==> src/rtl/nci_pkg.sv <==
package nci_pkg;
  typedef struct packed {
    logic ctrlWr;
    logic refLoad;
    logic flagSet;
    logic flagClr;
  } nciStrobes_t;
endpackage

==> src/rtl/nci_datapath.sv <==
module nci_datapath
  import nci_pkg::*;
#(
  parameter int PORT_W = 8,
  parameter int MON_LSB = 4,
  parameter int SYNC_STAGES = 2,
  localparam int MON_W = PORT_W - MON_LSB
) (
  input  logic              clk,
  input  logic              rstN,
  input  logic [PORT_W-1:0] portIn,
  input  logic [MON_W-1:0]  enWrData,
  input  nciStrobes_t       strb,
  output logic [PORT_W-1:0] syncLevel,
  output logic [MON_W-1:0]  pinEn,
  output logic              mismatchAny,
  output logic              flagQ
);
  logic [PORT_W-1:0] syncStage [SYNC_STAGES];
  logic [MON_W-1:0]  refQ;
  logic [MON_W-1:0]  mismatchVec;

  genvar s;
  generate
    for (s = 0; s < SYNC_STAGES; s++) begin : g_sync
      if (s == 0) begin : g_first
        always_ff @(posedge clk) begin
          if (!rstN) syncStage[0] <= '0;
          else       syncStage[0] <= portIn;
        end
      end else begin : g_next
        always_ff @(posedge clk) begin
          if (!rstN) syncStage[s] <= '0;
          else       syncStage[s] <= syncStage[s-1];
        end
      end
    end
  endgenerate

  assign syncLevel = syncStage[SYNC_STAGES-1];

  always_ff @(posedge clk) begin
    if (!rstN) begin
      pinEn <= '0;
      refQ  <= '0;
      flagQ <= 1'b0;
    end else begin
      if (strb.ctrlWr)  pinEn <= enWrData;
      if (strb.refLoad) refQ  <= syncLevel[PORT_W-1:MON_LSB];
      if (strb.flagSet)      flagQ <= 1'b1;
      else if (strb.flagClr) flagQ <= 1'b0;
    end
  end

  assign mismatchVec = (syncLevel[PORT_W-1:MON_LSB] ^ refQ) & pinEn;
  assign mismatchAny = |mismatchVec;


  flag_on_mismatch_chk: assert property (@(posedge clk) disable iff (!rstN)
    mismatchAny |=> flagQ);

  flag_no_spurious_chk: assert property (@(posedge clk) disable iff (!rstN)
    (!flagQ && !mismatchAny) |=> !flagQ);

  ctrl_store_chk: assert property (@(posedge clk) disable iff (!rstN)
    strb.ctrlWr |=> pinEn == $past(enWrData));
endmodule

==> src/rtl/nci_control.sv <==
module nci_control
  import nci_pkg::*;
(
  input  logic        clk,
  input  logic        rstN,
  input  logic        ctrlWrEn,
  input  logic        portRdStrobe,
  input  logic        flagClr,
  input  logic        mismatchAny,
  input  logic        flagQ,
  input  logic        globalEn,
  input  logic        prioHigh,
  output nciStrobes_t strb,
  output logic        irqHigh,
  output logic        irqLow
);
  logic reqActive;

  always_comb begin
    strb.ctrlWr  = ctrlWrEn;
    strb.refLoad = portRdStrobe;
    strb.flagSet = mismatchAny;
    strb.flagClr = flagClr & ~mismatchAny;
  end

  assign reqActive = flagQ & globalEn;
  assign irqHigh   = reqActive & prioHigh;
  assign irqLow    = reqActive & ~prioHigh;


  irq_exclusive_chk: assert property (@(posedge clk) disable iff (!rstN)
    $onehot0({irqHigh, irqLow}));

  irq_needs_gate_chk: assert property (@(posedge clk) disable iff (!rstN)
    (irqHigh || irqLow) |-> (flagQ && globalEn));

  clear_effect_chk: assert property (@(posedge clk) disable iff (!rstN)
    (flagClr && !mismatchAny) |=> !flagQ);

  clear_loses_chk: assert property (@(posedge clk) disable iff (!rstN)
    (flagClr && mismatchAny) |=> flagQ);
endmodule

==> src/rtl/nibble_change_irq.sv <==
module nibble_change_irq
  import nci_pkg::*;
#(
  parameter int PORT_W = 8,
  parameter int MON_LSB = 4,
  parameter int SYNC_STAGES = 2
) (
  input  logic              clk,
  input  logic              rstN,
  input  logic [PORT_W-1:0] portIn,
  input  logic              ctrlWrEn,
  input  logic [PORT_W-1:0] ctrlWrData,
  output logic [PORT_W-1:0] ctrlRdData,
  input  logic              portRdStrobe,
  output logic [PORT_W-1:0] portRdData,
  input  logic              flagClr,
  input  logic              globalEn,
  input  logic              prioHigh,
  output logic              changeFlag,
  output logic              irqHigh,
  output logic              irqLow
);
  localparam int MON_W = PORT_W - MON_LSB;

  nciStrobes_t      strb;
  logic [MON_W-1:0] pinEn;
  logic             mismatchAny;
  logic             flagQ;

  nci_datapath #(.PORT_W(PORT_W), .MON_LSB(MON_LSB), .SYNC_STAGES(SYNC_STAGES)) u_dp (
    .clk(clk), .rstN(rstN), .portIn(portIn),
    .enWrData(ctrlWrData[PORT_W-1:MON_LSB]), .strb(strb),
    .syncLevel(portRdData), .pinEn(pinEn),
    .mismatchAny(mismatchAny), .flagQ(flagQ)
  );

  nci_control u_ctl (
    .clk(clk), .rstN(rstN), .ctrlWrEn(ctrlWrEn), .portRdStrobe(portRdStrobe),
    .flagClr(flagClr), .mismatchAny(mismatchAny), .flagQ(flagQ),
    .globalEn(globalEn), .prioHigh(prioHigh), .strb(strb),
    .irqHigh(irqHigh), .irqLow(irqLow)
  );

  assign ctrlRdData = {pinEn, {MON_LSB{1'b0}}};
  assign changeFlag = flagQ;
endmodule

==> config.mk <==
export PLATFORM = sky130hd
export DESIGN_NAME = nibble_change_irq
export DESIGN_NICKNAME = d
export VERILOG_FILES = /design/src/rtl/nci_pkg.sv /design/src/rtl/nci_datapath.sv /design/src/rtl/nci_control.sv /design/src/rtl/nibble_change_irq.sv
export SDC_FILE = /design/constraint.sdc
export NUM_CORES = 1
export LEC_CHECK = 0
export BUFFER_PORTS_ARGS = -buffer_cell sky130_fd_sc_hd__buf_2
export CORE_MARGIN = 2
export CORE_UTILIZATION = 40
export DETAILED_ROUTE_END_ITERATION = 8
export PLACE_DENSITY = 0.73
export SYNTH_ARGS = -nofsm -noshare
export SYNTH_HDL_FRONTEND = slang
export SYNTH_HIERARCHICAL = 1
export SYNTH_SLANG_ARGS = --single-unit
==> constraint.sdc <==
create_clock -name clk -period 1.25 [get_ports clk]
set_clock_uncertainty 0.05 [all_clocks]
set_input_delay 0.1875 -clock clk [delete_from_list [all_inputs] [get_ports clk]]
set_output_delay 0.1875 -clock clk [all_outputs]
set_load 0.05 [all_outputs]
Word-level counts from Yosys, hierarchy flattened --
Memory sizes are Yosys's and may differ from the RTL's. Index checks and enable logic that the tools add are counted.
Storage, ports and cells: memories 1, bits in writable memories 16, word-level logic and storage cells 22, register bits 9, output and inout port bits 19
Cells by class: bitwise logic cells 10, multiplexer cells 6, reduce and logical (&&, ||, !) cells 2
Memory list:
- u_dp.syncStage | depth 2, width 8, rd ports 2, clocked after Yosys merged registers in 0, write ports 2, line nci_datapath.sv:19 | logic [PORT_W-1:0] syncStage [SYNC_STAGES];
Operator list (count):
- 8-bit 2-to-1 mux | 2
- 1-bit bitwise AND | 4
- 4-bit bitwise AND | 1
- 1-bit 2-to-1 mux | 4
- 4-bit OR reduction | 1
- 4-bit bitwise XOR | 1
- 1-bit inverter | 2
- 1-bit OR | 2
- 2-bit nonzero test | 1

Depth between registers and ports, before layout --
Gate-level depths: netlist of the first run. An unclocked memory read counts as a cell.
word-level depth 8, depth in mapped cells 6, depth with buffers taken out 6

Modules after synthesis --
Netlist of the first run, hierarchy kept.
Modules (own cells, without submodules):
- nci_datapath | seq. area each 500.5 um2, area an instance 828.3 um2, cells an instance 70, instances 1
- nci_control | seq. area each 0.0 um2, area an instance 45.0 um2, cells an instance 6, instances 1
- nibble_change_irq | seq. area each 0.0 um2, area an instance 33.8 um2, cells an instance 5, instances 1

Least setup slack after synthesis of the first run --
OpenSTA, ideal clock, no wires.
path type flip-flop to flip-flop, start point mem u_dp.syncStage[1][4], end point reg u_dp.flagQ, slack -0.243 ns, cell stages (with the launch flop) 7, arrival 1.328 ns, library setup time 0.115 ns, cells stage by stage dfxtp_1 xor2_1 a22oi_1 nand2_1 nor2b_1 nor2b_1 o21a_1
RTL lines:
- from (decl) | line nci_datapath.sv:19
- to (signal assigned) | line nci_datapath.sv:46 | flagQ <= 1'b0;
- to (signal assigned) | line nci_datapath.sv:50 | if (strb.flagSet) flagQ <= 1'b1;
- to (signal assigned) | line nci_datapath.sv:51 | else if (strb.flagClr) flagQ <= 1'b0;
- to (decl) | line nci_datapath.sv:17 | output logic flagQ

Worst setup path in the final report of the first run --
start point reg u_dp.flagQ, end point out irqLow
On the way: longest elaborated chain between the ends 2
RTL lines:
- 1-bit bitwise AND | line nci_control.sv:26 | assign reqActive = flagQ & globalEn;
- 1-bit bitwise AND | line nci_control.sv:28 | assign irqLow = reqActive & ~prioHigh;
- to (decl) | line nibble_change_irq.sv:21 | output logic irqLow
Every way passes these cells.

==> summary.txt, run 1 <==
Min path
  • Hold EP: u_dp/syncStage[0][6]$_SDFF_PN0_
  • Hold WC Path Type: input port to register
  • Worst hold path depth: 2
  • Critical hold path startpoint: portIn[6]

Layout
  • Antenna diode count: 0
  • Final nets: 135
  • Layout Utilization: 0.5150
  • Share of post-route cells with drive strength above 1: 0.4054
  • Area delta synth->final: 23.17%
  • Finished Cell Area: 0.001117 mm2

Worst setup path
  • Type of origin of the critical path: register
  • Crit-path cells: and3b_2 > buf_6
  • Crit-path leading delay family: flip-flops
  • Arrival time of the worst setup path: 1030 ps
  • Worst path buffer plus inverter count: 1
  • Kind of critical path: register to output pin
  • Largest stage delay, worst path: 350 ps
  • R2R Setup Slk: -10 ps
  • FF-to-FF End: u_dp/flagQ$_SDFFE_PN0P_
  • Reg-to-Reg Start: u_dp/syncStage[1][4]$_SDFF_PN0_
  • Crit path capture type: output pin
  • CP max FO: 4
  • CP max-delay cell: dfxtp_2
  • CP required: 1010 ps
  • Worst R2R Path Depth: 6

Global routing
  • Antenna violations before repair: 0
  • Largest net degree at the start of global routing: 26
  • Vias in the first global route: 575
  • Grt ovf: 0
  • First-pass GRT wire length: 2.304 mm
  • Total Routing Usage GR: 0.1182

Floorplan
  • Die width: 51.62 um
  • I/O pins: 42
  • Die H: 51.62 um
  • Starting density of the core: 0.4181
  • Core area: 0.002170 mm2
  • Area of the die: 0.002665 mm2
  • Row Count: 17

Status
  • Failing checks: setup timing
  • Outcome: finished, violations left

Detailed routing
  • Vias per cell: 4.317
  • Initial DRC Count: 1
  • Drt pass-1 iters: 2
  • # DRC: 0
  • Drt total wl: 1.412 mm
  • DR WL/cell: 10.16 um
  • Post-route ant nets: 0
  • Via Count: 600

Power
  • Psw: 0.3967 mW
  • Pleak: 0.5529 nW
  • Switching share of power: 0.2780
  • Reg power frac: 0.595
  • Cell internal pwr: 1.030 mW
  • Design Power: 1.427 mW
  • VDD IR-drop max: 0.8945 mV
  • Combinational cell fraction of total power: 0.154
  • Clock group share of total power: 0.251
  • Pwr Density: 1277 mW/mm2

Synth
  • Mapped Cells: 81
  • Top cell type's share of synthesized area: 0.5517
  • Top post-synthesis cells by area: dfxtp_1, and2_1, buf_4, mux2i_1, nor2b_1
  • Synth cell types: 12
  • Flops & latches, synth: 25
  • Seq/Total Area, Yosys: 0.5517
  • Synth Warn #: 6
  • Cell Area, Synth: 907.1 um2
  • Post-synth top area cell: dfxtp_1
  • Mean Syn Cell Area: 11.20 um2

Timing
  • Post-route minimum period: 1266 ps
  • FMAX: 790.0 MHz
  • RSZ-0062 raised after global routing: yes
  • Endpoints failing setup: 2
  • Final hold vios: 0
  • Final worst setup slack: -15.84 ps
  • Final period utilization: 1.013
  • Slew Viols, Final: 0

Clocking
  • Clk pin slew, worst setup/hold paths: 140 ps
  • Clk_lat worst skew: 320 ps
  • CTS Sinks: 25
  • Clock root buffer: clkbuf_4
  • Cts bufs inserted: 3
  • Clock Path Buffers: 2
  • Postcts setup bufs: 0
  • TritonCTS clock tree: yes
  • CTS HTree Levels: 1

Place
  • PortBufs: 33
  • Placed instance area: 0.001049 mm2
  • GPL Wtd Cong: 0.6424

Flow run
  • Max-Cap Viols: 0
placed cells by master (no fill, tap or decap):
cell type	count
buf_2	28
dfxtp_1	19
and2_1	16
nor2b_1	10
mux2i_1	8
clkbuf_4	6
conb_1	4
xor2_1	4
dfxtp_2	4
a22oi_1	2
dfxtp_4	2
clkinvlp_4	1
dlygate4sd3_1	1
buf_8	1
buf_6	1
and3_4	1
and3b_2	1
nand2_1	1
o21a_1	1
synth_stat cells:
library cell,n
o21a_1,1
nand2_1,1
and3_2,1
and2_1,16
mux2i_1,8
a22oi_1,2
xor2_1,4
dfxtp_1,25
nor2b_1,10
conb_1,1
buf_4,11
and3b_1,1
metrics by stage:
step                      TNS, ps  hold slack (ps)  setup WS [ps]  cells
final                      -28.09            14.84         -15.84    139
after global routing       -247.8            1.818         -126.8    139
after CTS                  -51.68            8.417         -26.11    139
after detailed placement   -24.76            346.3         -24.76    134
after global placement          0            342.6          4.895    134
after floorplan            -19.84            264.8         -19.84     84
layer usage:
layer / global-route usage / vias up / share of wire
li1: - / 303 / -
met1: 0.1099 / 274 / 0.39
met2: 0.2265 / 21 / 0.54
met3: 0.03448 / 2 / 0.064
met4: 0.06579 / 0 / 0.0085
met5: 0 / - / 0
kinds of logic (layout without fill, tap and decap cells):
logic type | count (synthesis) | count (layout) | synth area share
simple gates | 29 | 29 | 0.2014
flops | 25 | 25 | 0.5517
buf+inv | 11 | 38 | 0.09104
mux | 8 | 8 | 0.08828
xor+xnor | 4 | 4 | 0.03862
compound gates | 3 | 3 | 0.02483
other cells | 1 | 4 | 0.004134
worst max path at each step:
stage	from	cells past startpoint	slack [ps]	endpoint
final	u_dp/flagQ$_SDFFE_PN0P_	2	-20	irqLow
after floorplan	u_dp/syncStage[1][6]$_SDFF_PN0_	6	-20	u_dp/flagQ$_SDFFE_PN0P_
after global placement	u_dp/syncStage[1][5]$_SDFF_PN0_	6	5	u_dp/flagQ$_SDFFE_PN0P_
after CTS	u_dp/syncStage[1][5]$_SDFF_PN0_	6	-30	u_dp/flagQ$_SDFFE_PN0P_
after detailed placement	u_dp/syncStage[1][5]$_SDFF_PN0_	6	-20	u_dp/flagQ$_SDFFE_PN0P_
after global routing	u_dp/syncStage[1][5]$_SDFF_PN0_	6	-130	u_dp/flagQ$_SDFFE_PN0P_
power by group through the flow:
stage	Sequential [mW]	Combinational [mW]	Clock, mW
after global placement	0.864	0.210	0
after CTS	0.850	0.219	0.377
after floorplan	0.934	0.112	0
final	0.850	0.219	0.358
after global routing	0.854	0.235	0.411
after detailed placement	0.868	0.213	0
layout make-up:
type	count	area, um2
clock buffer	3	22.52
multi-input combinational	48	340.3
clock inverter	1	7.507
sequential	25	513.0
tap	28	35.03
timing repair buffer	34	198.9
fill	218	1052
what timing repair did:
| item | CTS | global route |
|---|---|---|
| hold buffers | 1 | 0 |
| endpoints found under the setup margin | 3 | 6 |
| endpoints found under the hold margin | 1 | 0 |
| gates resized for setup | 6 | 4 |
| pin swaps | 3 | 0 |
sequential cells by signal, indices dropped and copies added (netlist names):
signal          count
u_dp/flagQ          1
u_dp/pinEn          4
u_dp/refQ           4
u_dp/syncStage     16
Note: power is estimated with default switching activity, not from simulation.
==> run 2: changes to the inputs <==
- CORE_UTILIZATION: 40 -> 39
- CTS_CLUSTER_SIZE: default -> 14
- PLACE_DENSITY: 0.73 -> 0.72
- SYNTH_HIERARCHICAL: 1 -> default
==> run 2 against run 1 <==
Effect of this change:
- the flow now finishes without violations
- first-iteration DRC count grew to 3.0 times the previous value
- non-clock buffer count is the same
- combinational power shrank 2%
- sequential share of layout area grew 0.36 points
- critical endpoint is now irqHigh
- via count shrank 4.5%
- core utilization grew 2.4 points
- critical path depth is the same
- design area shrank 2.5%
- flip-flop and latch count is the same
- global-route usage shrank 0.95 points
==> summary.txt, run 2 <==
Layout
  • Post-route insts no fill: 137 (was 139)
  • Final nets: 134 (was 135)
  • FF/Latch Area: 504.2 um2 (was 513.0 um2)
  • Commonest non-fill, non-tap cell in the layout: buf_2 (unchanged)
  • Antenna diode count: 0 (unchanged)
  • Share of post-route cells with drive strength above 1: 0.3818 (was 0.4054)
  • Multi-input gate area: 331.6 um2 (was 340.3 um2)
  • Max reg flops: 16 (unchanged)
  • Most frequent cells in the layout: buf_2, dfxtp_1, and2_1, nor2b_1, mux2i_1 (unchanged)
  • Reg with most FFs: u_dp.syncStage (was u_dp/syncStage)
  • Fillers: 187 (was 218)
  • Top Registers: u_dp.syncStage (16), u_dp.pinEn (4), u_dp.refQ (4) (was u_dp/syncStage (16), u_dp/pinEn (4), u_dp/refQ (4))
  • Area delta synth->final: 26.78% (was 23.17%)

Global routing
  • Antenna violations before repair: 0 (unchanged)
  • First-pass GRT wire length: 2.076 mm (was 2.304 mm)
  • Vias in the first global route: 517 (was 575)
  • Largest net degree at the start of global routing: 26 (unchanged)
  • Total Routing Usage GR: 0.1087 (was 0.1182)
  • Grt ovf: 0 (unchanged)

Synth
  • Flops & latches, synth: 25 (unchanged)
  • Main flop type after synthesis: dfxtp_1 (unchanged)
  • Mapped Cells: 77 (was 81)
  • Synth Warn #: 0 (was 6)
  • Synth cell types: 15 (was 12)
  • Post-synth top cells: dfxtp_1, and2_1, nor2b_1, mux2i_1 (was dfxtp_1, and2_1, buf_4, nor2b_1, mux2i_1)
  • Count leader, synth: dfxtp_1 (unchanged)
  • Fraction of registers with async set/reset: 0 (unchanged)
  • Seq/Total Area, Yosys: 0.5822 (was 0.5517)
  • Post-synth top area cell: dfxtp_1 (unchanged)
  • Cell Area, Synth: 859.6 um2 (was 907.1 um2)
  • Top cell type's share of synthesized area: 0.5822 (was 0.5517)
  • Top post-synthesis cells by area: dfxtp_1, and2_1, mux2i_1, nor2b_1, xor2_1 (was dfxtp_1, and2_1, buf_4, mux2i_1, nor2b_1)
  • Mean Syn Cell Area: 11.16 um2 (was 11.20 um2)
  • Post-synth EDFFs: 0 (unchanged)

Power
  • Psw: 0.3789 mW (was 0.3967 mW)
  • VDD IR-drop max: 0.9002 mV (was 0.8945 mV)
  • Pleak: 0.5421 nW (was 0.5529 nW)
  • Pwr Density: 1289 mW/mm2 (was 1277 mW/mm2)
  • Cell internal pwr: 1.026 mW (was 1.030 mW)
  • Combinational cell fraction of total power: 0.153 (was 0.154)
  • Switching share of power: 0.2698 (was 0.2780)
  • Reg power frac: 0.605 (was 0.595)
  • Clock group share of total power: 0.242 (was 0.251)

Clocking
  • Clock root buffer: clkbuf_4 (unchanged)
  • CTS HTree Levels: 1 (unchanged)
  • Clk_lat worst skew: 310 ps (was 320 ps)
  • Cts bufs inserted: 3 (unchanged)
  • TritonCTS clock tree: yes (unchanged)
  • Postcts setup bufs: 0 (unchanged)
  • Clk pin slew, worst setup/hold paths: 130 ps (was 140 ps)
  • CTS Sinks: 25 (unchanged)
  • Clock Path Buffers: 2 (unchanged)

Place
  • Inst Count DP: 132 (was 134)
  • Final HPWL DP: 937 um
  • Post-place setup slack: 151.4 ps (was -24.76 ps)
  • GPL Wtd Cong: 0.6776 (was 0.6424)
  • PortBufs: 33 (unchanged)

Worst setup path
  • Kind of critical path: register to output pin (unchanged)
  • Crit path capture type: output pin (unchanged)
  • CP max FO: 4 (unchanged)
  • Arrival time of the worst setup path: 990 ps (was 1030 ps)
  • Type of origin of the critical path: register (unchanged)
  • Crit-path cells: and3_2 > buf_6 (was and3b_2 > buf_6)
  • Worst path buffer plus inverter count: 1 (unchanged)
  • Largest stage delay, worst path: 360 ps (was 350 ps)
  • Crit-path leading delay family: flip-flops (unchanged)
  • CP max-delay cell: dfxtp_2 (unchanged)
  • CP required: 1010 ps (about the same)

Timing
  • Endpoints failing setup: 0 (was 2)
  • Final hold vios: 0 (unchanged)
  • Slew Viols, Final: 0 (unchanged)
  • Final period utilization: 0.9805 (was 1.013)
  • RSZ-0062 raised after global routing: yes (unchanged)
  • FMAX: 815.9 MHz (was 790.0 MHz)
  • WHS: 18.60 ps (was 14.84 ps)
  • Post-route minimum period: 1226 ps (was 1266 ps)
  • Final worst setup slack: 24.40 ps (was -15.84 ps)

Detailed routing
  • Via Count: 573 (was 600)
  • Drt total wl: 1.282 mm (was 1.412 mm)
  • Vias per cell: 4.182 (was 4.317)
  • Initial DRC Count: 3 (was 1)
  • Post-route ant nets: 0 (unchanged)
  • # DRC: 0 (unchanged)
  • Drt pass-1 iters: 4 (was 2)
  • DR WL/cell: 9.358 um (was 10.16 um)

Min path
  • Hold WC Path Type: input port to register (unchanged)

Floorplan
  • Area of the die: 0.002595 mm2 (was 0.002665 mm2)
  • Die H: 50.95 um (was 51.62 um)
  • Starting density of the core: 0.4251 (was 0.4181)
  • I/O pins: 42 (unchanged)
  • Core area: 0.002022 mm2 (was 0.002170 mm2)
  • Row Count: 16 (was 17)
  • Die width: 50.95 um (was 51.62 um)

Status
  • Outcome: complete, no violations (was finished, violations left)

Flow run
  • Max-Cap Viols: 0 (unchanged)
## run 2: worst paths after layout
check                             startpoint                               to  slack [ps]  cells past startpoint
max                  u_dp.flagQ$_SDFFE_PN0P_                          irqHigh          20                      2
min                                portIn[1]  u_dp.syncStage[0][1]$_SDFF_PN0_          20                      2
max reg2reg        u_dp.refQ[3]$_SDFFE_PN0P_          u_dp.flagQ$_SDFFE_PN0P_         160                      3
min reg2reg  u_dp.syncStage[0][0]$_SDFF_PN0_  u_dp.syncStage[1][0]$_SDFF_PN0_         400                      1
## run 2: through the flow
step / instance area (um2) / setup TNS (ps) / power [mW] / utilization
3_3_place_gp: 1035 / 0 / 1.075 / 0.5118
6_report: 1090 / 0 / 1.404 / 0.5390
4_1_cts: 1075 / 0 / 1.423 / 0.5316
5_1_grt: 1090 / -58.98 / 1.474 / 0.5390
3_5_place_dp: 1035 / 0 / 1.079 / 0.5118
2_1_floorplan: 883.3 / 0 / 1.034 / -
## run 2: final cells by class
class                      instances  share of cell area
tap                               27             0.03100
multi-input combinational         47              0.3042
timing repair buffer              34              0.1768
clock inverter                     1            0.004592
sequential                        25              0.4627
clock buffer                       3             0.02067
## run 2: power groups by stage
stage	clock network [mW]	logic (mW)	registers, mW
global route	0.390	0.229	0.856
floorplan	0	0.0975	0.936
CTS	0.360	0.213	0.851
global placement	0	0.208	0.867
detailed placement	0	0.211	0.869
finish	0.340	0.214	0.850
## run 2: logic make-up (layout without fill, tap and decap cells)
group           after synthesis  after routing  synth area share
simple gates                 28             28            0.1980
flops                        25             25            0.5822
mux                           8              8           0.09316
buf+inv                       8             38           0.05532
xor+xnor                      4              4           0.04075
compound gates                3              3           0.02620
other cells                   1              4          0.004363
## run 2: layer usage
metal,vias up,part of all wire,global-route usage
li1,303,-,-
met1,242,0.43,0.1125
met2,28,0.46,0.1861
met3,0,0.10,0.05556
met4,0,0,0.04054
met5,-,0,0
## run 2: worst reg2reg max path, cell delays in order, from the launching register on
cell and delay [ps]:
dfxtp_1 340, xor2_1 160, a222oi_1 340, a21boi_1 100
## run 2: timing repair
item                       CTS  global route
hold endpoints to repair     0             1
hold buffers                 0             1
gates resized for setup      4             2
setup endpoints to repair    2             4
==> run 3: changes to the inputs <==
- PLACE_DENSITY: 0.72 -> 0.82
- SKIP_CTS_REPAIR_TIMING: default -> 1
==> run 3 against run 2 <==
Effect of this change:
- clock power is essentially flat
- sequential power hardly changed
- final cell count down 0.73%
- worst hold slack better by 6.7 ps
- design area fell by 0.92%
- register-to-register slack got worse by 30 ps
- critical endpoint unchanged
- highest routed layer unchanged
- first-iteration DRC count grew 130%
- largest cell class unchanged
- global-route usage shrank 0.71 points
- die area unchanged
- core utilization down 0.50 points
==> summary.txt, run 3 (synthesis gave the netlist of run 2 again) <==
Worst setup path
  • FF-to-FF End: u_dp.flagQ$_SDFFE_PN0P_ (unchanged)
  • Largest stage delay, worst path: 360 ps (about the same)
  • Worst R2R Path Depth: 3 (unchanged)
  • Reg-to-Reg Start: u_dp.refQ[3]$_SDFFE_PN0P_ (unchanged)
  • Arrival time of the worst setup path: 990 ps (about the same)
  • Type of origin of the critical path: register (unchanged)
  • R2R Setup Slk: 130 ps (was 160 ps)
  • Crit path capture type: output pin (unchanged)
  • Kind of critical path: register to output pin (unchanged)
  • Crit-path cells: and3_2 > buf_6 (unchanged)
  • CP required: 1010 ps (about the same)
  • Worst setup path endpoint: irqHigh (unchanged)
  • Worst Setup SP: u_dp.flagQ$_SDFFE_PN0P_ (unchanged)
  • CP max FO: 4 (unchanged)
  • CP max-delay cell: dfxtp_2 (unchanged)

Layout
  • Most frequent cells in the layout: buf_2, dfxtp_1, and2_1, nor2b_1, mux2i_1 (unchanged)
  • Top Registers: u_dp.syncStage (16), u_dp.pinEn (4), u_dp.refQ (4) (unchanged)
  • Commonest non-fill, non-tap cell in the layout: buf_2 (unchanged)
  • Antenna diode count: 0 (unchanged)
  • Share of post-route cells with drive strength above 1: 0.3853 (was 0.3818)
  • Max reg flops: 16 (unchanged)
  • Final nets: 133 (was 134)
  • Area delta synth->final: 25.62% (was 26.78%)
  • Reg with most FFs: u_dp.syncStage (unchanged)
  • Finished Cell Area: 0.001080 mm2 (was 0.001090 mm2)

Detailed routing
  • # DRC: 0 (unchanged)
  • Drt total wl: 1.313 mm (was 1.282 mm)
  • Vias per cell: 4.250 (was 4.182)
  • Post-route ant nets: 0 (unchanged)
  • Drt pass-1 iters: 4 (unchanged)
  • DR WL/cell: 9.654 um (was 9.358 um)
  • Initial DRC Count: 7 (was 3)
  • Via Count: 578 (was 573)

Status
  • Outcome: complete, no violations (unchanged)

Timing
  • Final hold vios: 0 (unchanged)
  • Post-route minimum period: 1224 ps (was 1226 ps)
  • Final period utilization: 0.9791 (was 0.9805)
  • FMAX: 817.1 MHz (was 815.9 MHz)
  • RSZ-0062 raised after global routing: yes (unchanged)
  • Endpoints failing setup: 0 (unchanged)
  • Slew Viols, Final: 0 (unchanged)
  • WHS: 25.30 ps (was 18.60 ps)

Place
  • Placed instance area: 0.001035 mm2 (unchanged)
  • GPL Wtd Cong: 0.6596 (was 0.6776)
  • Final HPWL DP: 993 um (was 937 um)
  • PortBufs: 33 (unchanged)

Global routing
  • Antenna violations before repair: 0 (unchanged)
  • Vias in the first global route: 479 (was 517)
  • First-pass GRT wire length: 1.959 mm (was 2.076 mm)
  • Largest net degree at the start of global routing: 26 (unchanged)
  • Total Routing Usage GR: 0.1015 (was 0.1087)
  • Grt ovf: 0 (unchanged)

Min path
  • Hold WC Path Type: input port to register (unchanged)

Power
  • Pwr Density: 1298 mW/mm2 (was 1289 mW/mm2)
  • VDD IR-drop max: 0.8615 mV (was 0.9002 mV)
  • Design Power: 1.401 mW (was 1.404 mW)
  • Pleak: 0.5379 nW (was 0.5421 nW)

Clocking
  • Clock root buffer: clkbuf_4 (unchanged)
  • Clk_lat worst skew: 310 ps (about the same)
  • Clk pin slew, worst setup/hold paths: 130 ps (about the same)
  • Cts bufs inserted: 3 (unchanged)
  • TritonCTS clock tree: yes (unchanged)
  • Clock Path Buffers: 2 (unchanged)
  • CTS Sinks: 25 (unchanged)
  • CTS HTree Levels: 1 (unchanged)

Floorplan
  • Die width: 50.95 um (unchanged)
  • Die H: 50.95 um (unchanged)
  • Area of the die: 0.002595 mm2 (unchanged)
  • Starting density of the core: 0.4251 (unchanged)
  • I/O pins: 42 (unchanged)
  • Row Count: 16 (unchanged)
  • Core area: 0.002022 mm2 (unchanged)

Flow run
  • Max-Cap Viols: 0 (unchanged)
==> run 3: cell types whose count changed in the layout (fill, tap and decap cells not counted) <==
cell	delta
dlygate4sd3_1	-1
==> run 3: worst min path at each step <==
stage,startpoint,to,slack [ps],cells after the start
after CTS,portIn[3],u_dp.syncStage[0][3]$_SDFF_PN0_,9,2
after global placement,portIn[3],u_dp.syncStage[0][3]$_SDFF_PN0_,340,2
after floorplan,portIn[0],u_dp.syncStage[0][0]$_SDFF_PN0_,260,1
final,portIn[5],u_dp.syncStage[0][5]$_SDFF_PN0_,30,2
after detailed placement,portIn[6],u_dp.syncStage[0][6]$_SDFF_PN0_,350,2
after global routing,portIn[7],u_dp.syncStage[0][7]$_SDFF_PN0_,6,2
==> run 3: routing by layer <==
| metal | GRT usage | vias up | part of all wire |
|---|---|---|---|
| met5 | 0 | - | 0 |
| met2 | 0.1753 | 24 | 0.50 |
| met1 | 0.1115 | 253 | 0.42 |
| met4 | 0.04054 | 0 | 0 |
| met3 | 0.03801 | 0 | 0.082 |
| li1 | - | 301 | - |
==> run 3: metrics by stage <==
stage | setup TNS [ps] | worst slack [ps] | util | cells
after global routing | -70.93 | -35.96 | 0.5340 | 136
after CTS | -140.4 | -72.36 | 0.5254 | 136
after global placement | 0 | 175.1 | 0.5118 | 132
after floorplan | 0 | 11.02 | - | 80
after detailed placement | 0 | 145.2 | 0.5118 | 132
final | 0 | 26.17 | 0.5340 | 136
==> run 3: critical path: cells and delay by family (launching register included) <==
family / cells / cell delay (ps)
flip-flops: 1 / 360
AND/OR/NAND/NOR: 1 / 170
buffers and inverters: 1 / 150
==> run 3: final cells by class <==
type	instances	area, um2
Clock buffer	3	22.52
Clock inverter	1	5.005
Tap cell	27	33.78
Timing Repair Buffer	33	182.7
Sequential cell	25	504.2
Fill cell	197	942.2
Multi-Input combinational cell	47	331.6
==> run 3: report_power, final <==
group	internal, mW	switching, mW
combinational	0.0699	0.142
clock	0.119	0.219
sequential	0.834	0.0163
total	1.02	0.378
